===== src/rtl/adc_seq_pkg.sv =====
package adc_seq_pkg;

  typedef enum logic [1:0] {
    MODE_10B = 2'd0,
    MODE_8B  = 2'd1,
    MODE_ENH = 2'd2,
    MODE_RSV = 2'd3
  } mode_e;

  typedef enum logic [1:0] {
    ST_IDLE   = 2'd0,
    ST_TRACK  = 2'd1,
    ST_LAUNCH = 2'd2,
    ST_WAIT   = 2'd3
  } st_e;

  typedef struct packed {
    logic enh;
    logic short8;
    logic once;
  } cfg_t;

endpackage


===== src/rtl/adc_seq_cfg.sv =====
module adc_seq_cfg
  import adc_seq_pkg::*;
#(
  parameter int RPT_W   = 3,
  parameter int MAX_LOG = 6,
  parameter int TRK_W   = 4,
  parameter int CNT_W   = 7
) (
  input  logic             clk,
  input  logic             rst,
  input  logic             load_i,
  input  logic [1:0]       mode_i,
  input  logic             once_i,
  input  logic [RPT_W-1:0] rpt_sel_i,
  input  logic [TRK_W-1:0] trk_len_i,
  output cfg_t             cfg_o,
  output logic [CNT_W-1:0] count_o,
  output logic [TRK_W-1:0] trk_len_o
);

  cfg_t             cfg_d;
  logic [CNT_W-1:0] cnt_d;
  logic [TRK_W-1:0] trk_d;

  // Repeat select to conversion count; enhanced never runs fewer than four.
  function automatic logic [CNT_W-1:0] count_of(input logic [RPT_W-1:0] sel,
                                                input logic enh);
    int sh;
    if (sel == '0) return enh ? CNT_W'(4) : CNT_W'(1);
    sh = int'(sel) + 1;
    if (sh > MAX_LOG) sh = MAX_LOG;
    return CNT_W'(1) << sh;
  endfunction

  always_comb begin
    cfg_d.enh    = (mode_e'(mode_i) == MODE_ENH);
    cfg_d.short8 = (mode_e'(mode_i) == MODE_8B);
    cfg_d.once   = once_i & cfg_d.enh;
    cnt_d        = count_of(rpt_sel_i, cfg_d.enh);
    trk_d        = (trk_len_i == '0) ? TRK_W'(1) : trk_len_i;
  end

  always_ff @(posedge clk) begin
    if (rst) begin
      cfg_o     <= '0;
      count_o   <= CNT_W'(1);
      trk_len_o <= TRK_W'(1);
    end else if (load_i) begin
      cfg_o     <= cfg_d;
      count_o   <= cnt_d;
      trk_len_o <= trk_d;
    end
  end

  // configuration is frozen between accepted starts
  a_r10_cfg_frozen: assert property (@(posedge clk) disable iff (rst)
    !load_i |=> ($stable(count_o) && $stable(cfg_o) && $stable(trk_len_o)));

  // an enhanced burst always spans whole groups of four
  a_r8_enh_groups: assert property (@(posedge clk) disable iff (rst)
    cfg_o.enh |-> (count_o >= CNT_W'(4) && count_o[1:0] == 2'b00));

endmodule


===== src/rtl/adc_seq_fsm.sv =====
module adc_seq_fsm
  import adc_seq_pkg::*;
#(
  parameter int CNT_W = 7,
  parameter int TRK_W = 4
) (
  input  logic             clk,
  input  logic             rst,
  input  logic             start_i,
  input  cfg_t             cfg_i,
  input  logic [CNT_W-1:0] count_i,
  input  logic [TRK_W-1:0] trk_len_i,
  input  logic             conv_done_i,
  output logic             load_o,
  output logic             add_o,
  output logic             last_o,
  output logic             track_o,
  output logic             conv_start_o,
  output logic             short_o,
  output logic [1:0]       substep_o,
  output logic             done_o
);

  st_e              st_q;
  logic [CNT_W-1:0] idx_q;
  logic [CNT_W-1:0] idx_nx;
  logic [TRK_W-1:0] tcnt_q;
  logic             done_q;
  logic             is_last;

  assign idx_nx  = idx_q + CNT_W'(1);
  assign is_last = (idx_q == count_i - CNT_W'(1));
  assign load_o  = (st_q == ST_IDLE) && start_i;
  assign add_o   = (st_q == ST_WAIT) && conv_done_i;
  assign last_o  = add_o && is_last;

  always_ff @(posedge clk) begin
    if (rst) begin
      st_q   <= ST_IDLE;
      idx_q  <= '0;
      tcnt_q <= TRK_W'(1);
      done_q <= 1'b0;
    end else begin
      done_q <= last_o;
      unique case (st_q)
        ST_IDLE: begin
          if (start_i) begin
            st_q   <= ST_TRACK;
            idx_q  <= '0;
            tcnt_q <= TRK_W'(1);
          end
        end
        ST_TRACK: begin
          if (tcnt_q >= trk_len_i) st_q <= ST_LAUNCH;
          else                     tcnt_q <= tcnt_q + TRK_W'(1);
        end
        ST_LAUNCH: st_q <= ST_WAIT;
        ST_WAIT: begin
          if (conv_done_i) begin
            if (is_last) begin
              st_q <= ST_IDLE;
            end else begin
              idx_q  <= idx_nx;
              tcnt_q <= TRK_W'(1);
              // held sample: skip tracking inside a group of four
              if (cfg_i.once && idx_nx[1:0] != 2'b00) st_q <= ST_LAUNCH;
              else                                    st_q <= ST_TRACK;
            end
          end
        end
        default: st_q <= ST_IDLE;
      endcase
    end
  end

  // outputs decode the state flops directly
  assign track_o      = (st_q == ST_TRACK);
  assign conv_start_o = (st_q == ST_LAUNCH);
  assign short_o      = cfg_i.short8 && (st_q != ST_IDLE);
  assign substep_o    = cfg_i.enh ? idx_q[1:0] : 2'b00;
  assign done_o       = done_q;

  // start command is one clock wide
  a_r2_launch_single: assert property (@(posedge clk) disable iff (rst)
    conv_start_o |=> !conv_start_o);

  // a track phase always ends in a start command
  a_r2_track_then_launch: assert property (@(posedge clk) disable iff (rst)
    $fell(track_o) |-> conv_start_o);

  // done is a single-cycle pulse
  a_r11_done_single: assert property (@(posedge clk) disable iff (rst)
    done_o |=> !done_o);

  // first conversion of each group is preceded by tracking
  a_r9_group_tracked: assert property (@(posedge clk) disable iff (rst)
    (conv_start_o && substep_o == 2'd0) |-> $past(track_o));

  // index never runs past the programmed count
  a_r3_idx_bound: assert property (@(posedge clk) disable iff (rst)
    (st_q != ST_IDLE) |-> (idx_q < count_i));

  // a start during a burst does not end or restart it
  a_r10_no_relaunch: assert property (@(posedge clk) disable iff (rst)
    ((st_q != ST_IDLE) && start_i && !last_o) |=> (st_q != ST_IDLE && !load_o));

endmodule


===== src/rtl/adc_seq_acc.sv =====
module adc_seq_acc #(
  parameter int CODE_W = 10,
  parameter int RES_W  = 16
) (
  input  logic              clk,
  input  logic              rst,
  input  logic              clr_i,
  input  logic              add_i,
  input  logic              last_i,
  input  logic              short_i,
  input  logic [CODE_W-1:0] code_i,
  output logic [RES_W-1:0]  result_o
);

  logic [RES_W-1:0]  acc_q;
  logic [RES_W-1:0]  res_q;
  logic [CODE_W-1:0] code_m;
  logic [RES_W-1:0]  sum;

  assign code_m   = short_i ? {code_i[CODE_W-1:2], 2'b00} : code_i;
  assign sum      = acc_q + RES_W'(code_m);
  assign result_o = res_q;

  always_ff @(posedge clk) begin
    if (rst) begin
      acc_q <= '0;
      res_q <= '0;
    end else begin
      if (clr_i)      acc_q <= '0;
      else if (add_i) acc_q <= sum;
      if (add_i && last_i) res_q <= sum;
    end
  end

  // result only moves on the final addition
  a_r4_result_hold: assert property (@(posedge clk) disable iff (rst)
    !(add_i && last_i) |=> $stable(result_o));

  // every burst begins from an empty accumulator
  a_r5_clear: assert property (@(posedge clk) disable iff (rst)
    clr_i |=> (acc_q == '0));

  // reduced mode never contributes the two low bits
  a_r6_low_bits: assert property (@(posedge clk) disable iff (rst)
    (short_i && add_i) |=> (acc_q[1:0] == 2'b00));

endmodule


===== src/rtl/adc_burst_seq.sv =====
module adc_burst_seq
  import adc_seq_pkg::*;
#(
  parameter int CODE_W  = 10,
  parameter int RES_W   = 16,
  parameter int RPT_W   = 3,
  parameter int MAX_LOG = 6,
  parameter int TRK_W   = 4
) (
  input  logic              clk,
  input  logic              rst,
  input  logic              start_i,
  input  logic [1:0]        mode_i,
  input  logic              track_once_i,
  input  logic [RPT_W-1:0]  rpt_sel_i,
  input  logic [TRK_W-1:0]  track_len_i,
  input  logic              conv_done_i,
  input  logic [CODE_W-1:0] conv_code_i,
  output logic              track_o,
  output logic              conv_start_o,
  output logic              short_conv_o,
  output logic [1:0]        substep_o,
  output logic [RES_W-1:0]  result_o,
  output logic              done_o
);

  localparam int CNT_W = MAX_LOG + 1;

  cfg_t             cfg;
  logic [CNT_W-1:0] count;
  logic [TRK_W-1:0] trk_len;
  logic             load, add, last;

  adc_seq_cfg #(
    .RPT_W(RPT_W), .MAX_LOG(MAX_LOG), .TRK_W(TRK_W), .CNT_W(CNT_W)
  ) u_cfg (
    .clk(clk), .rst(rst), .load_i(load), .mode_i(mode_i),
    .once_i(track_once_i), .rpt_sel_i(rpt_sel_i), .trk_len_i(track_len_i),
    .cfg_o(cfg), .count_o(count), .trk_len_o(trk_len)
  );

  adc_seq_fsm #(
    .CNT_W(CNT_W), .TRK_W(TRK_W)
  ) u_fsm (
    .clk(clk), .rst(rst), .start_i(start_i), .cfg_i(cfg), .count_i(count),
    .trk_len_i(trk_len), .conv_done_i(conv_done_i), .load_o(load),
    .add_o(add), .last_o(last), .track_o(track_o),
    .conv_start_o(conv_start_o), .short_o(short_conv_o),
    .substep_o(substep_o), .done_o(done_o)
  );

  adc_seq_acc #(
    .CODE_W(CODE_W), .RES_W(RES_W)
  ) u_acc (
    .clk(clk), .rst(rst), .clr_i(load), .add_i(add), .last_i(last),
    .short_i(short_conv_o), .code_i(conv_code_i), .result_o(result_o)
  );

endmodule


===== config.mk =====
export PLATFORM = sky130hd
export DESIGN_NAME = adc_burst_seq
export DESIGN_NICKNAME = d
export VERILOG_FILES = /design/src/rtl/adc_seq_pkg.sv /design/src/rtl/adc_seq_cfg.sv /design/src/rtl/adc_seq_fsm.sv /design/src/rtl/adc_seq_acc.sv /design/src/rtl/adc_burst_seq.sv
export SDC_FILE = /design/constraint.sdc
export NUM_CORES = 1
export LEC_CHECK = 0
export BUFFER_PORTS_ARGS = -buffer_cell sky130_fd_sc_hd__buf_4
export CORE_MARGIN = 1.5
export CORE_UTILIZATION = 46
export CTS_CLUSTER_DIAMETER = 200
export DETAILED_ROUTE_END_ITERATION = 10
export PLACE_DENSITY_LB_ADDON = 0.15
export SLEW_MARGIN = 20
export SYNTH_ARGS = -nofsm -noshare
export SYNTH_HDL_FRONTEND = slang
export SYNTH_SLANG_ARGS = --single-unit
export TNS_END_PERCENT = 5

===== constraint.sdc =====
create_clock -name clk -period 8 [get_ports clk]
set_clock_uncertainty 0.2 [all_clocks]
set_input_delay 1.6 -clock clk [delete_from_list [all_inputs] [get_ports clk]]
set_output_delay 1.6 -clock clk [all_outputs]
set_load 0.1 [all_outputs]

==> results_dict.tcl <==
set metrics [dict create \
    vias 3355 \
    ys.flop_type "dfxtp_1" \
    synth_edf_count 0 \
    p_per_area_nw_per_um2 181 \
    ctsResizeCount 0 \
    startpoint "conv_code_i[0]" \
    post-synth-top-area-cell "dfxtp_1" \
    grt_max_degree 39 \
    worst_pin_slew_ps 1080 \
    power_uw 757 \
    hold_slack_ps 257 \
    worstSetupPathType "in2reg" \
    hold_violations 0 \
    critical-path-max-stage-delay_ps 710 \
    yosysTopAreaCellShare 0.334 \
    top_usage_layer "met2" \
    gp_congestion 0.876 \
    rsz0062_at_grt "false" \
    regArea_um2 1200 \
    max-vdd-ir-drop_v 0.000102 \
    fillers 742 \
    min_to "u_acc.result_o[4]" \
    cp_max_fo 6 \
    outcome "complete, no violations" \
    slew_headroom 0.277 \
    holdBufCountCts 0 \
    ctsRootBufferMaster "clkbuf_8" \
    port_buffers 45 \
    routed_via_density 5.61 \
    fp.dieArea_um2 8350 \
    multiInputGateArea_um2 2240 \
    routed_wl_mm 8.70 \
    hp-start "u_acc.result_o[4]" \
    synth-async-reset-ratio 0 \
    end_kind "flip-flop" \
    ys_seq_elements 60 \
    cp.arrival_ps 3790 \
    grt_pass1_wl_mm 14.6 \
    synth.yosys.seq_area_share 0.334 \
    min_path_type "reg2reg" \
    grt_pass1_vias 3152 \
    worstSkewPairLatency_ps 340 \
    finish.utilization 0.548 \
    drt_iter0_markers 132 \
    routedWlPerCell_um 14.5 \
    diodes 0 \
    cap_violations 0 \
    clock_path_buffers 2 \
    yosysUniqueCellTypes 57 \
    antenna_found_initial 0 \
    ios 46 \
    required_ps 8050 \
    pre_cts_ws_ps 3900 \
    fin_tns_setup_ps 0 \
    met2_usage 0.371 \
    ant_nets 0 \
    crit_path_frequent_cell "a211oi_1" \
    drive_gt1_frac 0.153 \
    numCtsBuffers 9 \
    cts.clk_slew.worst_paths_ps 60 \
    dp.cells 582 \
    avgSynthCellArea_um2 7.90 \
    fin_area_um2 4190 \
    initial_utilization 0.470 \
    drt_first_pass_iters 4 \
    grt_remaining_overflow 0 \
    reg2regPathDepth 12 \
    dp_hpwl_mm 6.12 \
    cts_tree "done" \
    yosysWarnings 0 \
    core_area_um2 7650 \
    max_clock_freq_mhz 268 \
    hold_depth 2 \
    regToRegEndpoint "u_acc.result_o[12]" \
    netlist_area_um2 3590 \
    crit_chain "buf_4, and2_1, ha_1, inv_1, fa_1, nand2b_1, a211oi_1, nor4_1, nor3_1, xnor2_1, a211oi_1" \
    finalNetCount 537 \
    cts_sinks 60 \
    post_cts_buffers 0 \
    final_cells 598 \
    met3_usage 0.0687 \
    synth_nets 501 \
    synth.area.top_cells "dfxtp_1 33%, a21oi_1 8.1%, ha_1 7.3%, nand2_1 6.1%, xnor2_1 4.1%" \
    reg2reg_from "u_fsm.st_q[0]" \
    fp.dieW_um 91.4 \
    grt_usage 0.217 \
    route.detailed.drc 0 \
    syn-instance-count 455 \
    min_period_ps 3730 \
    worst_slack_ps 4270 \
    htreeDepth 3 \
    period_share 0.467 \
    areaGrowthSynthToFinish_pct 16.5 \
    slew_violations 0 \
    setup_viol 0 \
    use_met1 0.265 \
    reg2reg_slack_ps 4780 \
    die_h_um 91.4 \
    place_area_um2 3980 \
    p_leak_nw 1.61 \
    rows 32 \
    cp-start-kind "primary input" \
    crit_path_top_delay_cell "nor4_1" \
]
-- flip-flops by register name, indices dropped and copies added (netlist names) --
name and cells:
u_cfg.trk_len_o 4, u_acc.acc_q 16, u_fsm.done_o 1, u_fsm.tcnt_q 4
u_cfg.cfg_o 3, u_cfg.count_o 7, u_acc.result_o 16, u_fsm.st_q 2
u_fsm.idx_q 7
-- power breakdown --
group	internal, mW	switching (mW)
sequential	0.308	0.0103
combinational	0.0568	0.104
clock	0.160	0.119
-- worst max-delay path by stage --
| stage | to | slack, ps |
|---|---|---|
| 6_report | u_acc.result_o[12] | 4270 |
| 2_1_floorplan | track_o | 4280 |
| 3_5_place_dp | u_acc.result_o[15] | 3900 |
| 3_3_place_gp | u_acc.result_o[13] | 3970 |
| 5_1_grt | u_acc.result_o[10] | 4010 |
| 4_1_cts | u_acc.result_o[12] | 4270 |
-- synthesized netlist by cell type, types with 2 or more instances --
master	count
nor3b_1	2
inv_1	21
o221ai_1	2
nor2_1	34
o21ai_0	15
o31ai_1	6
and2_1	5
o21ba_2	2
xnor2_1	17
dfxtp_1	60
buf_1	3
clkbuf_1	13
nand2b_1	7
or2_2	4
a21oi_1	58
nand4_1	5
or3_1	6
nor3_1	16
o21bai_1	4
nand2_1	58
nor2b_1	4
buf_4	2
o211a_1	2
ha_1	21
nand3_1	18
a211oi_1	13
and3_1	3
xor2_1	2
buf_2	2
nor4_1	5
o22ai_1	3
mux2i_1	5
or4_1	6
nand3b_1	2
o211ai_1	7
-- logic make-up after synthesis --
kind of cell	Yosys count	synth area share
XOR/XNOR	21	0.0602
multiplexers	5	0.0139
flip-flops	60	0.334
AO/OA/AOI/OAI	127	0.225
AND/OR/NAND/NOR	179	0.242
buffers and inverters	41	0.0456
adder cells (fa/ha/maj)	22	0.0787
-- area by class of cell --
class	count	share of cell area
timing repair buffer	45	0.0807
sequential	60	0.287
inverter	21	0.0188
tap	102	0.0305
clock buffer	12	0.0370
multi-input combinational	354	0.535
clock inverter	4	0.0114
-- worst max-delay path: cells and delay by family --
| kind | cells | cell delay [ps] |
|---|---|---|
| xor gates and xnor gates | 1 | 160 |
| AOI/OAI and AO/OA | 2 | 320 |
| and+or+nand+nor | 4 | 1130 |
| adders and majority gates | 2 | 400 |
| buffers and inverters | 2 | 180 |
-- metal layers --
metal,wire length [um],vias to the layer above
met4,80,0
met5,0,-
li1,-,1705
met3,356,6
met1,4060,1579
met2,4200,65
-- cell usage in the layout (no fill, tap or decap), types with 3 or more instances in the layout --
master    instances
nand4_1           5
xnor2_1          17
nor4_1            5
nor3_1           16
mux2i_1           5
and3_1            3
nand2_1          57
a211oi_1         13
buf_4            45
and2_1            5
o21bai_1          4
ha_1             21
nor2b_1           4
or4_1             6
o31ai_1           6
o22ai_1           3
nand2b_1          7
o21ai_0          15
nor2_1           33
inv_1            21
clkbuf_8         11
a21oi_1          58
or2_2             4
nand3_1          18
or3_1             6
dfxtp_1          60
o211ai_1          7
Note: power is estimated with default switching activity, not from simulation.
